--- src/rtl/ddc_pkg.sv ---
package ddc_pkg;
  localparam int DW       = 32;
  localparam int AW       = 3;
  localparam int BW       = DW / 8;
  localparam int SRST_BIT = 8;   // engine soft-reset bit at the engine register
  localparam int LSEL_LSB = 8;   // line-select field at the line-level port

  typedef enum logic [AW-1:0] {
    A_OUTVAL = 3'd0,
    A_DRVEN  = 3'd1,
    A_SAMPLE = 3'd2,
    A_OWN    = 3'd3,
    A_ENG    = 3'd4,
    A_LINE   = 3'd5
  } ddc_addr_e;
endpackage

--- src/rtl/ddc_rst_sync.sv ---
module ddc_rst_sync (
  input  logic clk,
  input  logic rst_n,
  output logic rst_n_sync
);
  logic [1:0] stage_q;
  logic [1:0] stage_d;

  always_comb stage_d = {stage_q[0], 1'b1};

  always_ff @(posedge clk or negedge rst_n) begin
    if (!rst_n) stage_q <= '0;
    else        stage_q <= stage_d;
  end

  assign rst_n_sync = stage_q[1];
endmodule

--- src/rtl/ddc_in_sync.sv ---
module ddc_in_sync #(
  parameter int W = 6
) (
  input  logic         clk,
  input  logic         rst_n,
  input  logic [W-1:0] d,
  output logic [W-1:0] q
);
  logic [W-1:0] meta_q;
  logic [W-1:0] sync_q;

  always_ff @(posedge clk or negedge rst_n) begin
    if (!rst_n) begin
      meta_q <= '0;
      sync_q <= '0;
    end else begin
      meta_q <= d;
      sync_q <= meta_q;
    end
  end

  assign q = sync_q;
endmodule

--- src/rtl/ddc_regs.sv ---
module ddc_regs
  import ddc_pkg::*;
#(
  parameter int LINES = 6,
  parameter int SELW  = 2
) (
  input  logic             clk,
  input  logic             rst_n,
  input  logic             we,
  input  logic [AW-1:0]    addr,
  input  logic [BW-1:0]    be,
  input  logic [DW-1:0]    wdata,
  input  logic [LINES-1:0] smp,
  output logic [DW-1:0]    rdata,
  output logic [LINES-1:0] out_q,
  output logic [LINES-1:0] drv_q,
  output logic [LINES-1:0] own_q,
  output logic [SELW-1:0]  sel_q,
  output logic             srst_q
);
  logic [DW-1:0]    bmask;
  logic [DW-1:0]    wmerge_out, wmerge_drv, wmerge_own, wmerge_eng;
  logic [LINES-1:0] out_d, drv_d, own_d;
  logic [SELW-1:0]  sel_d;
  logic             srst_d;
  logic             out_en, drv_en, own_en, eng_en;

  always_comb begin
    for (int i = 0; i < DW; i++) bmask[i] = be[i/8];
  end

  always_comb begin
    wmerge_out = ({{(DW-LINES){1'b0}}, out_q} & ~bmask) | (wdata & bmask);
    wmerge_drv = ({{(DW-LINES){1'b0}}, drv_q} & ~bmask) | (wdata & bmask);
    wmerge_own = ({{(DW-LINES){1'b0}}, own_q} & ~bmask) | (wdata & bmask);
    wmerge_eng = '0;
    wmerge_eng[SELW-1:0] = sel_q;
    wmerge_eng[SRST_BIT] = srst_q;
    wmerge_eng = (wmerge_eng & ~bmask) | (wdata & bmask);
  end

  // next state
  always_comb begin
    out_en = 1'b0;
    drv_en = 1'b0;
    own_en = 1'b0;
    eng_en = 1'b0;
    out_d  = out_q;
    drv_d  = drv_q;
    own_d  = own_q;
    sel_d  = sel_q;
    srst_d = srst_q;
    if (we) begin
      case (addr)
        A_OUTVAL: begin out_en = 1'b1; out_d = wmerge_out[LINES-1:0]; end
        A_DRVEN:  begin drv_en = 1'b1; drv_d = wmerge_drv[LINES-1:0]; end
        A_OWN:    begin own_en = 1'b1; own_d = wmerge_own[LINES-1:0]; end
        A_ENG: begin
          eng_en = 1'b1;
          sel_d  = wmerge_eng[SELW-1:0];
          srst_d = wmerge_eng[SRST_BIT];
        end
        A_LINE: begin
          drv_en = 1'b1;
          for (int i = 0; i < LINES; i++) begin
            if (wdata[LSEL_LSB+i] && bmask[LSEL_LSB+i] && bmask[i])
              drv_d[i] = ~wdata[i];
          end
        end
        default: ;
      endcase
    end
  end

  always_ff @(posedge clk or negedge rst_n) begin
    if (!rst_n) begin
      out_q  <= '0;
      drv_q  <= '0;
      own_q  <= '0;
      sel_q  <= '0;
      srst_q <= 1'b0;
    end else begin
      if (out_en) out_q <= out_d;
      if (drv_en) drv_q <= drv_d;
      if (own_en) own_q <= own_d;
      if (eng_en) begin
        sel_q  <= sel_d;
        srst_q <= srst_d;
      end
    end
  end

  always_comb begin
    rdata = '0;
    case (addr)
      A_OUTVAL: rdata[LINES-1:0] = out_q;
      A_DRVEN:  rdata[LINES-1:0] = drv_q;
      A_SAMPLE: rdata[LINES-1:0] = smp;
      A_OWN:    rdata[LINES-1:0] = own_q;
      A_ENG: begin
        rdata[SELW-1:0] = sel_q;
        rdata[SRST_BIT] = srst_q;
      end
      default: rdata = '0;
    endcase
  end

  logic unused_wdata;
  assign unused_wdata = ^{wmerge_out[DW-1:LINES], wmerge_drv[DW-1:LINES],
                          wmerge_own[DW-1:LINES], wmerge_eng};
endmodule

--- src/rtl/ddc_pad_mux.sv ---
module ddc_pad_mux #(
  parameter int PAIRS = 3,
  parameter int SELW  = 2
) (
  input  logic [2*PAIRS-1:0] out_q,
  input  logic [2*PAIRS-1:0] drv_q,
  input  logic [2*PAIRS-1:0] own_q,
  input  logic [2*PAIRS-1:0] smp,
  input  logic [SELW-1:0]    sel,
  input  logic               srst,
  input  logic               eng_scl_low,
  input  logic               eng_sda_low,
  output logic [2*PAIRS-1:0] pad_out,
  output logic [2*PAIRS-1:0] pad_oe,
  output logic               eng_scl_in,
  output logic               eng_sda_in
);
  logic [PAIRS-1:0] hit;

  for (genvar p = 0; p < PAIRS; p++) begin : g_pair
    assign hit[p] = !srst && (sel == SELW'(p + 1));

    // clock line of the pair
    assign pad_oe[2*p]    = own_q[2*p]   ? drv_q[2*p]   : (hit[p] && eng_scl_low);
    assign pad_out[2*p]   = own_q[2*p]   & out_q[2*p];
    // data line of the pair
    assign pad_oe[2*p+1]  = own_q[2*p+1] ? drv_q[2*p+1] : (hit[p] && eng_sda_low);
    assign pad_out[2*p+1] = own_q[2*p+1] & out_q[2*p+1];
  end

  always_comb begin
    eng_scl_in = 1'b1;
    eng_sda_in = 1'b1;
    for (int p = 0; p < PAIRS; p++) begin
      if (hit[p]) begin
        eng_scl_in = smp[2*p];
        eng_sda_in = smp[2*p+1];
      end
    end
  end
endmodule

--- src/rtl/ddc_pin_ctrl.sv ---
module ddc_pin_ctrl
  import ddc_pkg::*;
#(
  parameter int NUM_PAIRS = 3,
  localparam int LINES = 2 * NUM_PAIRS,
  localparam int SELW  = $clog2(NUM_PAIRS + 1)
) (
  input  logic             clk,
  input  logic             rst_n,
  input  logic             reg_we,
  input  logic [AW-1:0]    reg_addr,
  input  logic [BW-1:0]    reg_be,
  input  logic [DW-1:0]    reg_wdata,
  output logic [DW-1:0]    reg_rdata,
  input  logic [LINES-1:0] pad_in,
  output logic [LINES-1:0] pad_out,
  output logic [LINES-1:0] pad_oe,
  input  logic             eng_scl_low,
  input  logic             eng_sda_low,
  output logic             eng_scl_in,
  output logic             eng_sda_in,
  output logic             eng_soft_rst
);
  logic             rst_n_sync;
  logic [LINES-1:0] smp_q, out_q, drv_q, own_q;
  logic [SELW-1:0]  eng_sel_q;
  logic             eng_srst_q;

  ddc_rst_sync u_rst (
    .clk(clk), .rst_n(rst_n), .rst_n_sync(rst_n_sync)
  );

  ddc_in_sync #(.W(LINES)) u_sync (
    .clk(clk), .rst_n(rst_n_sync), .d(pad_in), .q(smp_q)
  );

  ddc_regs #(.LINES(LINES), .SELW(SELW)) u_regs (
    .clk(clk), .rst_n(rst_n_sync), .we(reg_we), .addr(reg_addr),
    .be(reg_be), .wdata(reg_wdata), .smp(smp_q), .rdata(reg_rdata),
    .out_q(out_q), .drv_q(drv_q), .own_q(own_q),
    .sel_q(eng_sel_q), .srst_q(eng_srst_q)
  );

  ddc_pad_mux #(.PAIRS(NUM_PAIRS), .SELW(SELW)) u_mux (
    .out_q(out_q), .drv_q(drv_q), .own_q(own_q), .smp(smp_q),
    .sel(eng_sel_q), .srst(eng_srst_q),
    .eng_scl_low(eng_scl_low), .eng_sda_low(eng_sda_low),
    .pad_out(pad_out), .pad_oe(pad_oe),
    .eng_scl_in(eng_scl_in), .eng_sda_in(eng_sda_in)
  );

  assign eng_soft_rst = eng_srst_q;
endmodule

--- config.mk ---
export PLATFORM = sky130hd
export DESIGN_NAME = ddc_pin_ctrl
export DESIGN_NICKNAME = d
export VERILOG_FILES = /design/src/rtl/ddc_pkg.sv /design/src/rtl/ddc_rst_sync.sv /design/src/rtl/ddc_in_sync.sv /design/src/rtl/ddc_regs.sv /design/src/rtl/ddc_pad_mux.sv /design/src/rtl/ddc_pin_ctrl.sv
export SDC_FILE = /design/constraint.sdc
export NUM_CORES = 1
export LEC_CHECK = 0
export ABC_CLOCK_PERIOD_IN_PS = 1300
export BUFFER_PORTS_ARGS = -buffer_cell sky130_fd_sc_hd__buf_2
export CORE_MARGIN = 5
export CORE_UTILIZATION = 35
export CTS_BUF_LIST = sky130_fd_sc_hd__clkbuf_4 sky130_fd_sc_hd__clkbuf_8
export CTS_CLUSTER_SIZE = 16
export DETAILED_ROUTE_END_ITERATION = 10
export PLACE_DENSITY = 0.65
export SYNTH_ARGS = -nofsm -noshare
export SYNTH_HDL_FRONTEND = slang
export SYNTH_SLANG_ARGS = --single-unit
--- constraint.sdc ---
create_clock -name clk -period 1.3 [get_ports clk]
set_clock_uncertainty 0.05 [all_clocks]
set_input_delay 0.065 -clock clk [delete_from_list [all_inputs] [get_ports clk]]
set_output_delay 0.065 -clock clk [all_outputs]
set_load 0.03 [all_outputs]
== Word level (Yosys, flattened, before mapping) ==
Cells that the tools add are included.

* Register bits after elaboration: 35
* Bits of input ports: 50
* Output and inout port bits: 47
* Word-level logic and storage cells: 113

* Eq/ne operators: 14
* Mux-type cells: 30
* Bitwise operators: 22
* Reduce and logical (&&, ||, !) cells: 34

{| class="wikitable"
|+ Operators by type and width
! kind !! count
|-
| $mux 1 || 27
|-
| $reduce_and 4->1 || 6
|-
| $logic_and 1x1->1 || 21
|-
| $and 6x6->6 || 3
|-
| $and 9x9->9 || 2
|-
| $or 6x6->6 || 3
|-
| $pmux 4 s4 || 1
|-
| $ne 2x1->1 const B || 6
|-
| $pmux 6 s2 || 1
|-
| $pmux 2 s5 || 1
|-
| $not 9->9 || 1
|-
| $or 9x9->9 || 1
|-
| $reduce_and 3->1 || 3
|-
| $and 1x1->1 || 6
|-
| $eq 3x2->1 const B || 2
|-
| $eq 3x3->1 const B || 2
|-
| $not 1->1 || 6
|-
| $eq 2x2->1 const B || 2
|-
| $eq 3x1->1 const B || 1
|-
| $logic_not 3->1 || 1
|-
| $eq 2x1->1 const B || 1
|-
| $reduce_bool 2->1 || 1
|-
| $reduce_or 2->1 || 1
|-
| $logic_not 1->1 || 1
|}

== Logic depth before layout (Yosys ltp) ==
Gate-level depths: netlist of run 1.

* Word-level depth: 5
* Gate-level depth with buffers: 5
* Depth with buffers taken out: 3

== By module ==
A second synthesis of run 1 with hierarchy kept.

* Cell total of the unflattened synthesis: 175
* Area, all modules: 1953.1 um^2

{| class="wikitable"
|+ Modules (own cells, without submodules)
! module !! instances !! cells an instance !! area an instance (um^2) !! seq. area each (um^2)
|-
| ddc_regs || 1 || 130 || 1406.3 || 525.5
|-
| ddc_in_sync || 1 || 12 || 300.3 || 300.3
|-
| ddc_pad_mux || 1 || 30 || 192.7 || 0.0
|-
| ddc_rst_sync || 1 || 3 || 53.8 || 50.0
|}

== Worst setup path before layout of run 1 ==
Ideal clock, no wire load.

* Kind: reg-to-output
* Start point: reg (tool-made name)
* End point: out pad_oe[0]
* Arrival time: 1.519 ns
* Data required time: 1.185 ns
* Path slack: -0.334 ns
* Cell stages (with the launch flop): 3
* Buffers on the path: 0
* Cells stage by stage: dfrtp_1 > nand2b_1 > o31ai_1

{| class="wikitable"
|+ RTL lines
! what !! line !! source
|-
| end, declared || ddc_pin_ctrl.sv:17 || <nowiki>output logic [LINES-1:0] pad_oe,</nowiki>
|}

== Final worst setup path of run 1 ==
* Start point: reg u_sync.sync_q[4], in the netlist u_sync.q[4]
* End point: out reg_rdata[4]

* Word-level cells in the longest chain between the ends: 1

{| class="wikitable"
|+ Ends and longest elaborated chain
! what !! line !! source
|-
| start, declared || ddc_in_sync.sv:10 || <nowiki>logic [W-1:0] sync_q;</nowiki>
|-
| start signal, assigned || ddc_in_sync.sv:18 || <nowiki>sync_q <= meta_q;</nowiki>
|-
| $pmux 4 s4 || ddc_regs.sv:95 || <nowiki>case (addr)</nowiki>
|-
| end, declared || ddc_pin_ctrl.sv:14 || <nowiki>output logic [DW-1:0] reg_rdata,</nowiki>
|}

Every way passes these cells.

==> key figures, run 1 <==
STA
  – Final period utilization: 1.200
  – Fin. Hold Viols: 0
  – Setup TNS: -2.601 ns
  – Final min period: about 1.6 ns
  – Final worst slack: -0.2598 ns
  – Final setup vio count: 14
  – Slew Limit Fails: 0
  – RSZ-0062 raised after global routing: true
  – F_max: ~640 MHz

Route
  – Vias: 1600
  – Vias/cell: between 4 and 5
  – DRC Markers: 0
  – Total wire length: just over 5000 µm
  – Wire length per cell: between 15 and 20 µm
  – Initial DRC Count: 75
  – DRT antenna net count: 0
  – Drt pass-1 iters: 4

Synth
  – Synth area leaders: dfrtp_1, buf_4, mux2_2
  – Post-Syn Area: about 2000 µm²
  – Cell variety after synth: 35
  – Dominant cell type by area after synthesis: dfrtp_1
  – Cells after Synth: about 170
  – Synth top cells by count: dfrtp_1, buf_4, a21oi_1, mux2_2, nand2_1
  – Top_reg_cell synth: dfrtp_1
  – Post-synth ARST share: 1.000
  – Synthesized area per cell: 11.38 µm²
  – Most frequent cell after synthesis: dfrtp_1
  – Yosys warnings: 0
  – Flops & latches, synth: 35
  – Seq/Total Area, Yosys: 0.4473
  – Top cell type's share of synthesized area: 0.4473
  – Number of synthesized flops with an enable pin: 0

Power and ir drop
  – Part of the power in registers: 0.363
  – Internal power: 2.463 mW
  – Combinational share of power: 0.397
  – Switching Fraction: 0.3372
  – Power Density: 1276 nW/µm²
  – Worst vdd ir: around 0.56 mV
  – Switch Pwr: between 1 and 1.5 mW
  – Clock group share of total power: 0.239
  – P_leak: around 1.4 nW

Clock tree
  – H-tree depth reported by CTS: 2
  – TritonCTS Buffers: 5
  – CTS tree: built
  – Clk_lat worst skew: about 0.28 ns
  – Root buffer cell: clkbuf_8
  – CTS max path bufs: 2
  – Clock transition at path regs: around 0.07 ns
  – Sink Count: 35

Floorplanning
  – DIE HEIGHT: approximately 85 µm
  – Full die area: between 7000 and 8000 µm²
  – Initial cell density of the core: 0.3578
  – # rows: 27
  – Area of the core: between 5000 and 6000 µm²
  – Io pins: 97
  – Die Span X: 84.80 µm

Global routing
  – First-pass GRT wire length: roughly 8400 µm
  – Tot GR Track Use: 0.1501
  – Largest net degree at the start of global routing: 19
  – Vias in the first global route: 1625
  – Antenna violations before repair: 0
  – Global route overflow: 0

Finish
  – Final instance area: just under 3000 µm²
  – Nets: around 320
  – Cell Count, Final, Fillers Out: 338
  – Synth-to-layout area growth: 48.69%
  – Layout Utilization: 0.5320
  – # diodes: 0
  – FILL cells: ~500
  – Layout cells sized above 1: 0.5489

Critical path
  – Crit-path cells: mux4_2, nor2b_1, buf_4
  – CP endpoint kind: output pin
  – Worst path required time: between 1 and 1.5 ns
  – Critical path startpoint category: flop
  – Internal reg-to-reg setup slack: 0.28 ns
  – Crit path max-delay cell type: mux4_2
  – Max incr delay on CP: 0.45 ns
  – Worst reg2reg path depth: 2
  – Worst Path Arrival: around 1.4 ns
  – Crit Path Class: flop to output pin
  – Crit path max fanout: 2

Min path
  – WHS Path Cells: 2
  – Tightest Hold Check Type: primary input to flop
  – Hold Crit Start: reg_wdata[8]

Place
  – Pre-CTS setup slack: -0.05768 ns
  – PortBufs: between 40 and 50
  – DP Wirelength: 3901 µm
  – DP Area: approximately 2400 µm²
  – Placed cell count: ~320
  – Routability congestion estimate: roughly 0.85

Outcome
  – Outcome: finished with violations
  – Failing checks: negative setup slack

Run
  – Max cap viols: 0
## cell usage in the layout, fill, tap and decap left out, types with 2 or more instances in the layout
| cell type | Yosys | layout |
|---|---|---|
| buf_4 | 25 | 43 |
| dfrtp_1 | 35 | 32 |
| buf_2 | 3 | 32 |
| conb_1 | 2 | 26 |
| buf_6 | 2 | 15 |
| a21oi_1 | 13 | 12 |
| mux2_2 | 10 | 10 |
| nand2_1 | 10 | 9 |
| clkbuf_8 | 0 | 7 |
| dlygate4sd3_1 | 0 | 7 |
| and2_1 | 6 | 6 |
| mux2_4 | 6 | 6 |
| a41o_1 | 6 | 6 |
| o32ai_1 | 6 | 6 |
| o31ai_4 | 0 | 5 |
| mux4_2 | 3 | 4 |
| nand2b_4 | 0 | 4 |
| nor2b_4 | 0 | 3 |
| dfrtp_2 | 0 | 3 |
| o21a_1 | 2 | 2 |
| o22ai_2 | 0 | 2 |
| nor2b_1 | 5 | 2 |
| nor2_1 | 2 | 2 |
| nand4_1 | 2 | 2 |
## power by group through the flow
stage	logic, mW	registers [mW]	clock network [mW]
after floorplan	0.785	1.38	0
after global placement	1.13	1.35	0
after detailed placement	1.14	1.36	0
after CTS	1.38	1.34	0.901
after global routing	1.58	1.37	0.974
final	1.48	1.35	0.890
## routing by layer
| layer | up-vias | routed length (µm) | track usage |
|---|---|---|---|
| li1 | 767 | - | - |
| met1 | 781 | 2209 | 0.2027 |
| met2 | 47 | 2480 | 0.2342 |
| met3 | 5 | 364 | 0.05201 |
| met4 | 0 | 43 | 0.03022 |
| met5 | - | 0 | 0 |
## cell families after synthesis
logic type / after synthesis / synth area share
simple gates: 39 / 0.1169
compound gates: 38 / 0.1406
buf+inv: 35 / 0.1246
flops: 35 / 0.4473
other cells: 2 / 0.003835
mux: 23 / 0.1668
## worst max-delay path by stage
stage                                from           end  slack (ns)
floorplan                            flop     pad_oe[0]       -0.12
global placement              reg_addr[1]          flop       -0.05
detailed placement            reg_addr[0]          flop       -0.06
CTS                 u_sync.q[4]$_DFF_PN0_  reg_rdata[4]       -0.27
global route        u_sync.q[5]$_DFF_PN0_    eng_sda_in       -0.32
finish              u_sync.q[4]$_DFF_PN0_  reg_rdata[4]       -0.26
## critical path, delay by kind of cell (launching register included)
family | cells | cell delay, ns
and+or+nand+nor | 1 | 0.14
DFF | 1 | 0.41
muxes | 1 | 0.45
buffers and inverters | 1 | 0.16
## area by class of cell
cell class | instances | area (µm²) | area share
sequential | 35 | 879.6 | 0.3021
timing repair buffer | 97 | 721.9 | 0.2480
tap | 72 | 90.09 | 0.03094
multi-input combinational | 126 | 1116 | 0.3833
clock buffer | 8 | 103.9 | 0.03567
## what timing repair did
| action | CTS | global route |
|---|---|---|
| hold buffers | 7 | 0 |
| hold endpoints to repair | 8 | 0 |
| setup endpoints to repair | 15 | 17 |
| gates resized for setup | 48 | 20 |
| pin swaps | 2 | 4 |
| buffers inserted | 6 | 2 |
## stage by stage
step | total power, mW | hold slack, ns
after floorplan | 2.165 | -0.2806
after global placement | 2.484 | -0.1998
after detailed placement | 2.503 | -0.1987
after CTS | 3.626 | 0.003750
after global routing | 3.923 | 0.004554
final | 3.716 | 0.003106
Power figures use the tool's default switching activity.
==> inputs of run 2 (changes only) <==
--- a/config.mk
+++ b/config.mk
@@ -13,6 +13,7 @@
 export CTS_CLUSTER_SIZE = 16
 export DETAILED_ROUTE_END_ITERATION = 10
 export PLACE_DENSITY = 0.65
+export SKIP_LAST_GASP = 1
 export SYNTH_ARGS = -nofsm -noshare
 export SYNTH_HDL_FRONTEND = slang
 export SYNTH_SLANG_ARGS = --single-unit
==> run 2 against run 1 <==
Effect of this change:
- the flow still finishes with violations (negative setup slack)
- worst hold slack improved by 0.0032 ns
- total power down 0.11%
- utilization unchanged
- final cell count stayed put
- sequential cell count did not move
- global-route usage unchanged
- worst setup slack is essentially flat
==> key figures, run 2 (synthesized netlist as in run 1, its figures left out) <==
Route
  – Wire length per cell: 15.08 µm (unchanged)
  – Total wire length: 5097 µm (unchanged)
  – Initial DRC Count: 72 (was 75)
  – Vias/cell: 4.725 (was 4.734)
  – DRC Markers: 0 (unchanged)
  – Vias: 1597 (was 1600)
  – Drt pass-1 iters: 4 (unchanged)
  – DRT antenna net count: 0 (unchanged)

Min path
  – Tightest Hold Check Type: primary input to flop (unchanged)

Finish
  – Synth-to-layout area growth: 48.69% (unchanged)
  – # diodes: 0 (unchanged)
  – Layout cells sized above 1: 0.5489 (unchanged)
  – Nets: 315 (unchanged)
  – Most frequent cells in the layout: buf_4, dfrtp_1, buf_2 (unchanged)
  – Most common cell after layout, fill and taps aside: buf_4 (unchanged)

Place
  – Pre-CTS setup slack: -0.05768 ns (unchanged)
  – PortBufs: 49 (unchanged)
  – Routability congestion estimate: 0.8462 (unchanged)
  – DP Wirelength: 3901 µm (unchanged)

Floorplanning
  – Die Span X: 84.80 µm (unchanged)
  – Area of the core: 5473 µm² (unchanged)
  – Initial cell density of the core: 0.3578 (unchanged)
  – # rows: 27 (unchanged)
  – Full die area: 7190 µm² (unchanged)
  – Io pins: 97 (unchanged)
  – DIE HEIGHT: 84.80 µm (unchanged)

Global routing
  – Global route overflow: 0 (unchanged)
  – First-pass GRT wire length: 8418 µm (unchanged)
  – Largest net degree at the start of global routing: 19 (unchanged)
  – Antenna violations before repair: 0 (unchanged)
  – Vias in the first global route: 1625 (unchanged)
  – Tot GR Track Use: 0.1501 (unchanged)

Critical path
  – Worst path required time: 1.19 ns (about the same)
  – Critical path startpoint category: flop (unchanged)
  – Crit path max fanout: 2 (unchanged)
  – CP endpoint kind: output pin (unchanged)
  – Crit Path Class: flop to output pin (unchanged)
  – Worst Path Arrival: 1.44 ns (about the same)

STA
  – Final period utilization: 1.200 (about the same)
  – Fin. Hold Viols: 0 (unchanged)
  – Final worst slack: -0.2594 ns (was -0.2598 ns)
  – RSZ-0062 raised after global routing: true (unchanged)
  – Final min period: 1.559 ns (was 1.560 ns)
  – Slew Limit Fails: 0 (unchanged)
  – Final setup vio count: 14 (unchanged)
  – Setup TNS: -2.564 ns (was -2.601 ns)
  – F_max: 641.3 MHz (was 641.1 MHz)

Power and ir drop
  – P_leak: 1.388 nW (unchanged)
  – Power Density: 1275 nW/µm² (was 1276 nW/µm²)
  – Worst vdd ir: 0.5650 mV (was 0.5646 mV)

Outcome
  – Outcome: finished with violations (unchanged)
  – Failing checks: negative setup slack (unchanged)

Clock tree
  – Root buffer cell: clkbuf_8 (unchanged)
  – CTS tree: built (unchanged)
  – Clk_lat worst skew: 0.28 ns (about the same)
  – Clock transition at path regs: 0.07 ns (about the same)
  – TritonCTS Buffers: 5 (unchanged)
  – Sink Count: 35 (unchanged)
  – CTS max path bufs: 2 (unchanged)
  – H-tree depth reported by CTS: 2 (unchanged)

Run
  – Max cap viols: 0 (unchanged)
run 2: timing repair:
item,in CTS,in global routing
setup buffers,6,2
hold endpoints to repair,8,0
resized for setup,46,22
pin swaps,2,4
hold buffers,7,0
setup endpoints to repair,15,17
run 2: through the flow:
stage / hold WS [ns] / instance area (µm²) / power [mW] / utilization / cells
finish: 0.006354 / 2912 / 3.712 / 0.5320 / 338
global route: 0.004554 / 2912 / 3.923 / 0.5320 / 338
CTS: 0.003750 / 2813 / 3.616 / 0.5139 / 336
detailed placement: -0.1987 / 2424 / 2.503 / 0.4428 / 315
global placement: -0.1998 / 2424 / 2.484 / 0.4428 / 315
floorplan: -0.2806 / 2086 / 2.165 / - / 196
run 2: cell type report:
type / count / area, µm²
fill: 503 / 2561
sequential: 35 / 879.6
tap: 72 / 90.09
clock buffer: 8 / 103.9
timing repair buffer: 97 / 721.9
multi-input combinational: 126 / 1116
run 2: metal layers:
metal | wire length (µm) | up-vias | global-route usage
li1 | - | 767 | -
met1 | 2111 | 772 | 0.2027
met2 | 2506 | 54 | 0.2342
met3 | 442 | 4 | 0.05201
met4 | 36 | 0 | 0.03022
met5 | 0 | - | 0
run 2: path summary, 6_finish.rpt:
| kind | end | from | depth (start not counted) | slack [ns] |
|---|---|---|---|---|
| min in group asynchronous | u_rst.stage_q[0]$_DFF_PN0_ | rst_n | 2 | 0.03 |
| setup reg to reg | flop | flop | 2 | 0.28 |
| max in group asynchronous | asynchronous set/reset pin | u_rst.stage_q[1]$_DFF_PN0_ | 1 | 0.83 |
| hold reg to reg | asynchronous set/reset pin | u_rst.stage_q[1]$_DFF_PN0_ | 1 | 0.15 |
| hold / removal | flop | reg_wdata[8] | 2 | 0.006 |
| setup / recovery | reg_rdata[4] | u_sync.q[4]$_DFF_PN0_ | 3 | -0.26 |
run 2: power by group:
| part | switching (mW) | internal (mW) | total, mW |
|---|---|---|---|
| combinational | 0.755 | 0.721 | 1.48 |
| clock | 0.382 | 0.504 | 0.886 |
| sequential | 0.112 | 1.24 | 1.35 |
| total | 1.25 | 2.46 | 3.71 |
run 2: critical path: stages, from the launching register on:
cell     delay [ns]
dfrtp_1        0.41
mux4_2         0.45
nor2b_1        0.14
buf_4          0.16
==> inputs of run 3 (changes only) <==
--- a/config.mk
+++ b/config.mk
@@ -7,12 +7,15 @@
 export LEC_CHECK = 0
 export ABC_CLOCK_PERIOD_IN_PS = 1300
 export BUFFER_PORTS_ARGS = -buffer_cell sky130_fd_sc_hd__buf_2
+export CELL_PAD_IN_SITES_DETAIL_PLACEMENT = 1
+export CELL_PAD_IN_SITES_GLOBAL_PLACEMENT = 1
 export CORE_MARGIN = 5
 export CORE_UTILIZATION = 35
 export CTS_BUF_LIST = sky130_fd_sc_hd__clkbuf_4 sky130_fd_sc_hd__clkbuf_8
 export CTS_CLUSTER_SIZE = 16
 export DETAILED_ROUTE_END_ITERATION = 10
-export PLACE_DENSITY = 0.65
+export PLACE_DENSITY = 0.83
+export SKIP_CTS_REPAIR_TIMING = 1
 export SKIP_LAST_GASP = 1
 export SYNTH_ARGS = -nofsm -noshare
 export SYNTH_HDL_FRONTEND = slang
==> run 3 against run 2 <==
Effect of this change:
- the flow still finishes with violations (negative setup slack)
- final cell count increased by 0.30%
- sequential power about the same
- design area decreased by 2.7%
- count of clock-buffer cells in the layout decreased by 1
- critical path type unchanged
==> key figures, run 3 (synthesized netlist as in run 1, its figures left out) <==
Finish
  – Most frequent cells in the layout: buf_4, buf_2, dfrtp_1 (was buf_4, dfrtp_1, buf_2)
  – Cell Count, Final, Fillers Out: 339 (was 338)
  – FILL cells: 612 (was 503)
  – Synth-to-layout area growth: 44.73% (was 48.69%)
  – Most common cell after layout, fill and taps aside: buf_4 (unchanged)
  – Nets: 316 (was 315)
  – Multi-input combinational cell area: 1064 µm² (was 1116 µm²)
  – Sequential Area: 878.3 µm² (was 879.6 µm²)
  – # diodes: 0 (unchanged)
  – Layout Utilization: 0.5178 (was 0.5320)
  – Layout cells sized above 1: 0.5356 (was 0.5489)

Route
  – Initial DRC Count: 73 (was 72)
  – DRT antenna net count: 0 (unchanged)
  – Total wire length: 6205 µm (was 5097 µm)
  – Vias/cell: 4.938 (was 4.725)
  – DRC Markers: 0 (unchanged)
  – Wire length per cell: 18.30 µm (was 15.08 µm)
  – Vias: 1674 (was 1597)
  – Drt pass-1 iters: 4 (unchanged)

Floorplanning
  – # rows: 27 (unchanged)
  – Area of the core: 5473 µm² (unchanged)
  – DIE HEIGHT: 84.80 µm (unchanged)
  – Io pins: 97 (unchanged)
  – Full die area: 7190 µm² (unchanged)
  – Die Span X: 84.80 µm (unchanged)
  – Initial cell density of the core: 0.3578 (unchanged)

Critical path
  – Critical path startpoint category: flop (unchanged)
  – Worst reg2reg path depth: 5 (was 2)
  – Worst path required time: 1.19 ns (about the same)
  – CP endpoint kind: output pin (unchanged)
  – Crit Path Class: flop to output pin (unchanged)
  – Internal reg-to-reg setup slack: 0.19 ns (was 0.28 ns)
  – Cell family with most CP delay: multiplexers (unchanged)
  – Worst Path Arrival: 1.44 ns (about the same)
  – Crit-path cells: mux4_2, nor2b_4, buf_6 (was mux4_2, nor2b_1, buf_4)
  – Crit path max-delay cell type: mux4_2 (unchanged)
  – CP Buf/Inv Count: 1 (unchanged)
  – Crit path max fanout: 2 (unchanged)
  – Max incr delay on CP: 0.48 ns (was 0.45 ns)

Run
  – Max cap viols: 0 (unchanged)

Place
  – PortBufs: 49 (unchanged)
  – DP Wirelength: 4478 µm (was 3901 µm)
  – Routability congestion estimate: 0.8182 (was 0.8462)
  – Pre-CTS setup slack: -0.04264 ns (was -0.05768 ns)
  – Placed cell count: 313 (was 315)

Clock tree
  – H-tree depth reported by CTS: 2 (unchanged)
  – TritonCTS Buffers: 5 (unchanged)
  – Clock transition at path regs: 0.08 ns (was 0.07 ns)
  – Clk_lat worst skew: 0.29 ns (was 0.28 ns)
  – Root buffer cell: clkbuf_8 (unchanged)
  – CTS tree: built (unchanged)
  – CTS max path bufs: 2 (unchanged)
  – Sink Count: 35 (unchanged)

STA
  – F_max: 643.4 MHz (was 641.3 MHz)
  – Final period utilization: 1.196 (was 1.200)
  – Slew Limit Fails: 0 (unchanged)
  – Final worst slack: -0.2542 ns (was -0.2594 ns)
  – Final min period: 1.554 ns (was 1.559 ns)
  – RSZ-0062 raised after global routing: true (unchanged)
  – Fin. Hold Viols: 0 (unchanged)
  – Final setup vio count: 15 (was 14)
  – Hold WS: 0.001067 ns (was 0.006354 ns)

Global routing
  – Met2 GRT Util: 0.2783 (was 0.2342)
  – Met3 usage: 0.03631 (was 0.05201)
  – Busiest layer in global routing: met2 (unchanged)
  – Tot GR Track Use: 0.1626 (was 0.1501)
  – GR Layer Usage met1: 0.2022 (was 0.2027)
  – Global route overflow: 0 (unchanged)
  – First-pass GRT wire length: 9128 µm (was 8418 µm)
  – Vias in the first global route: 1737 (was 1625)
  – Antenna violations before repair: 0 (unchanged)
  – Largest net degree at the start of global routing: 34 (was 19)

Power and ir drop
  – P_leak: 1.368 nW (was 1.388 nW)
  – Worst vdd ir: 0.4707 mV (was 0.5650 mV)
  – Power Density: 1271 nW/µm² (was 1275 nW/µm²)
  – Design Power: 3.603 mW (was 3.712 mW)

Min path
  – Hold Crit Start: reg_wdata[8] (unchanged)
  – WHS Path Cells: 2 (unchanged)
  – Tightest Hold Check Type: primary input to flop (unchanged)

Outcome
  – Failing checks: negative setup slack (unchanged)
  – Outcome: finished with violations (unchanged)
==> run 3: per-stage QoR <==
step           TNS [ns]  area [µm²]
2_1_floorplan   -0.6640        2086
3_3_place_gp    -0.2021        2409
3_5_place_dp    -0.2583        2409
4_1_cts          -4.053        2497
5_1_grt          -3.886        2834
6_report         -3.120        2834
==> run 3: worst max-delay path by stage <==
stage                     cells after the start  slack [ns]            to   startpoint
after global placement                        3       -0.04          flop  reg_addr[1]
after CTS                                     3       -0.33  reg_rdata[5]         flop
after global routing                          4       -0.35    eng_sda_in         flop
after floorplan                               2       -0.12     pad_oe[0]         flop
after detailed placement                      3       -0.04          flop  reg_addr[0]
final                                         3       -0.25  reg_rdata[5]         flop
==> run 3: routing by layer <==
layer | routed length [µm] | share of wire
met1 | 2595 | 0.42
met2 | 3256 | 0.52
met3 | 278 | 0.045
met4 | 74 | 0.012
met5 | 0 | 0
==> run 3: area by class of cell <==
type                    count  share of cell area
multi-input cells         126              0.3753
flip-flops and latches     35              0.3099
repair buffers             98              0.2517
well taps                  72             0.03179
clock buffers               7             0.02958
clock inverters             1            0.001766
==> run 3: power by group <==
group | total [mW] | switching (mW) | internal (mW)
clock | 0.824 | 0.406 | 0.418
sequential | 1.36 | 0.124 | 1.24
combinational | 1.42 | 0.742 | 0.677
total | 3.60 | 1.27 | 2.33
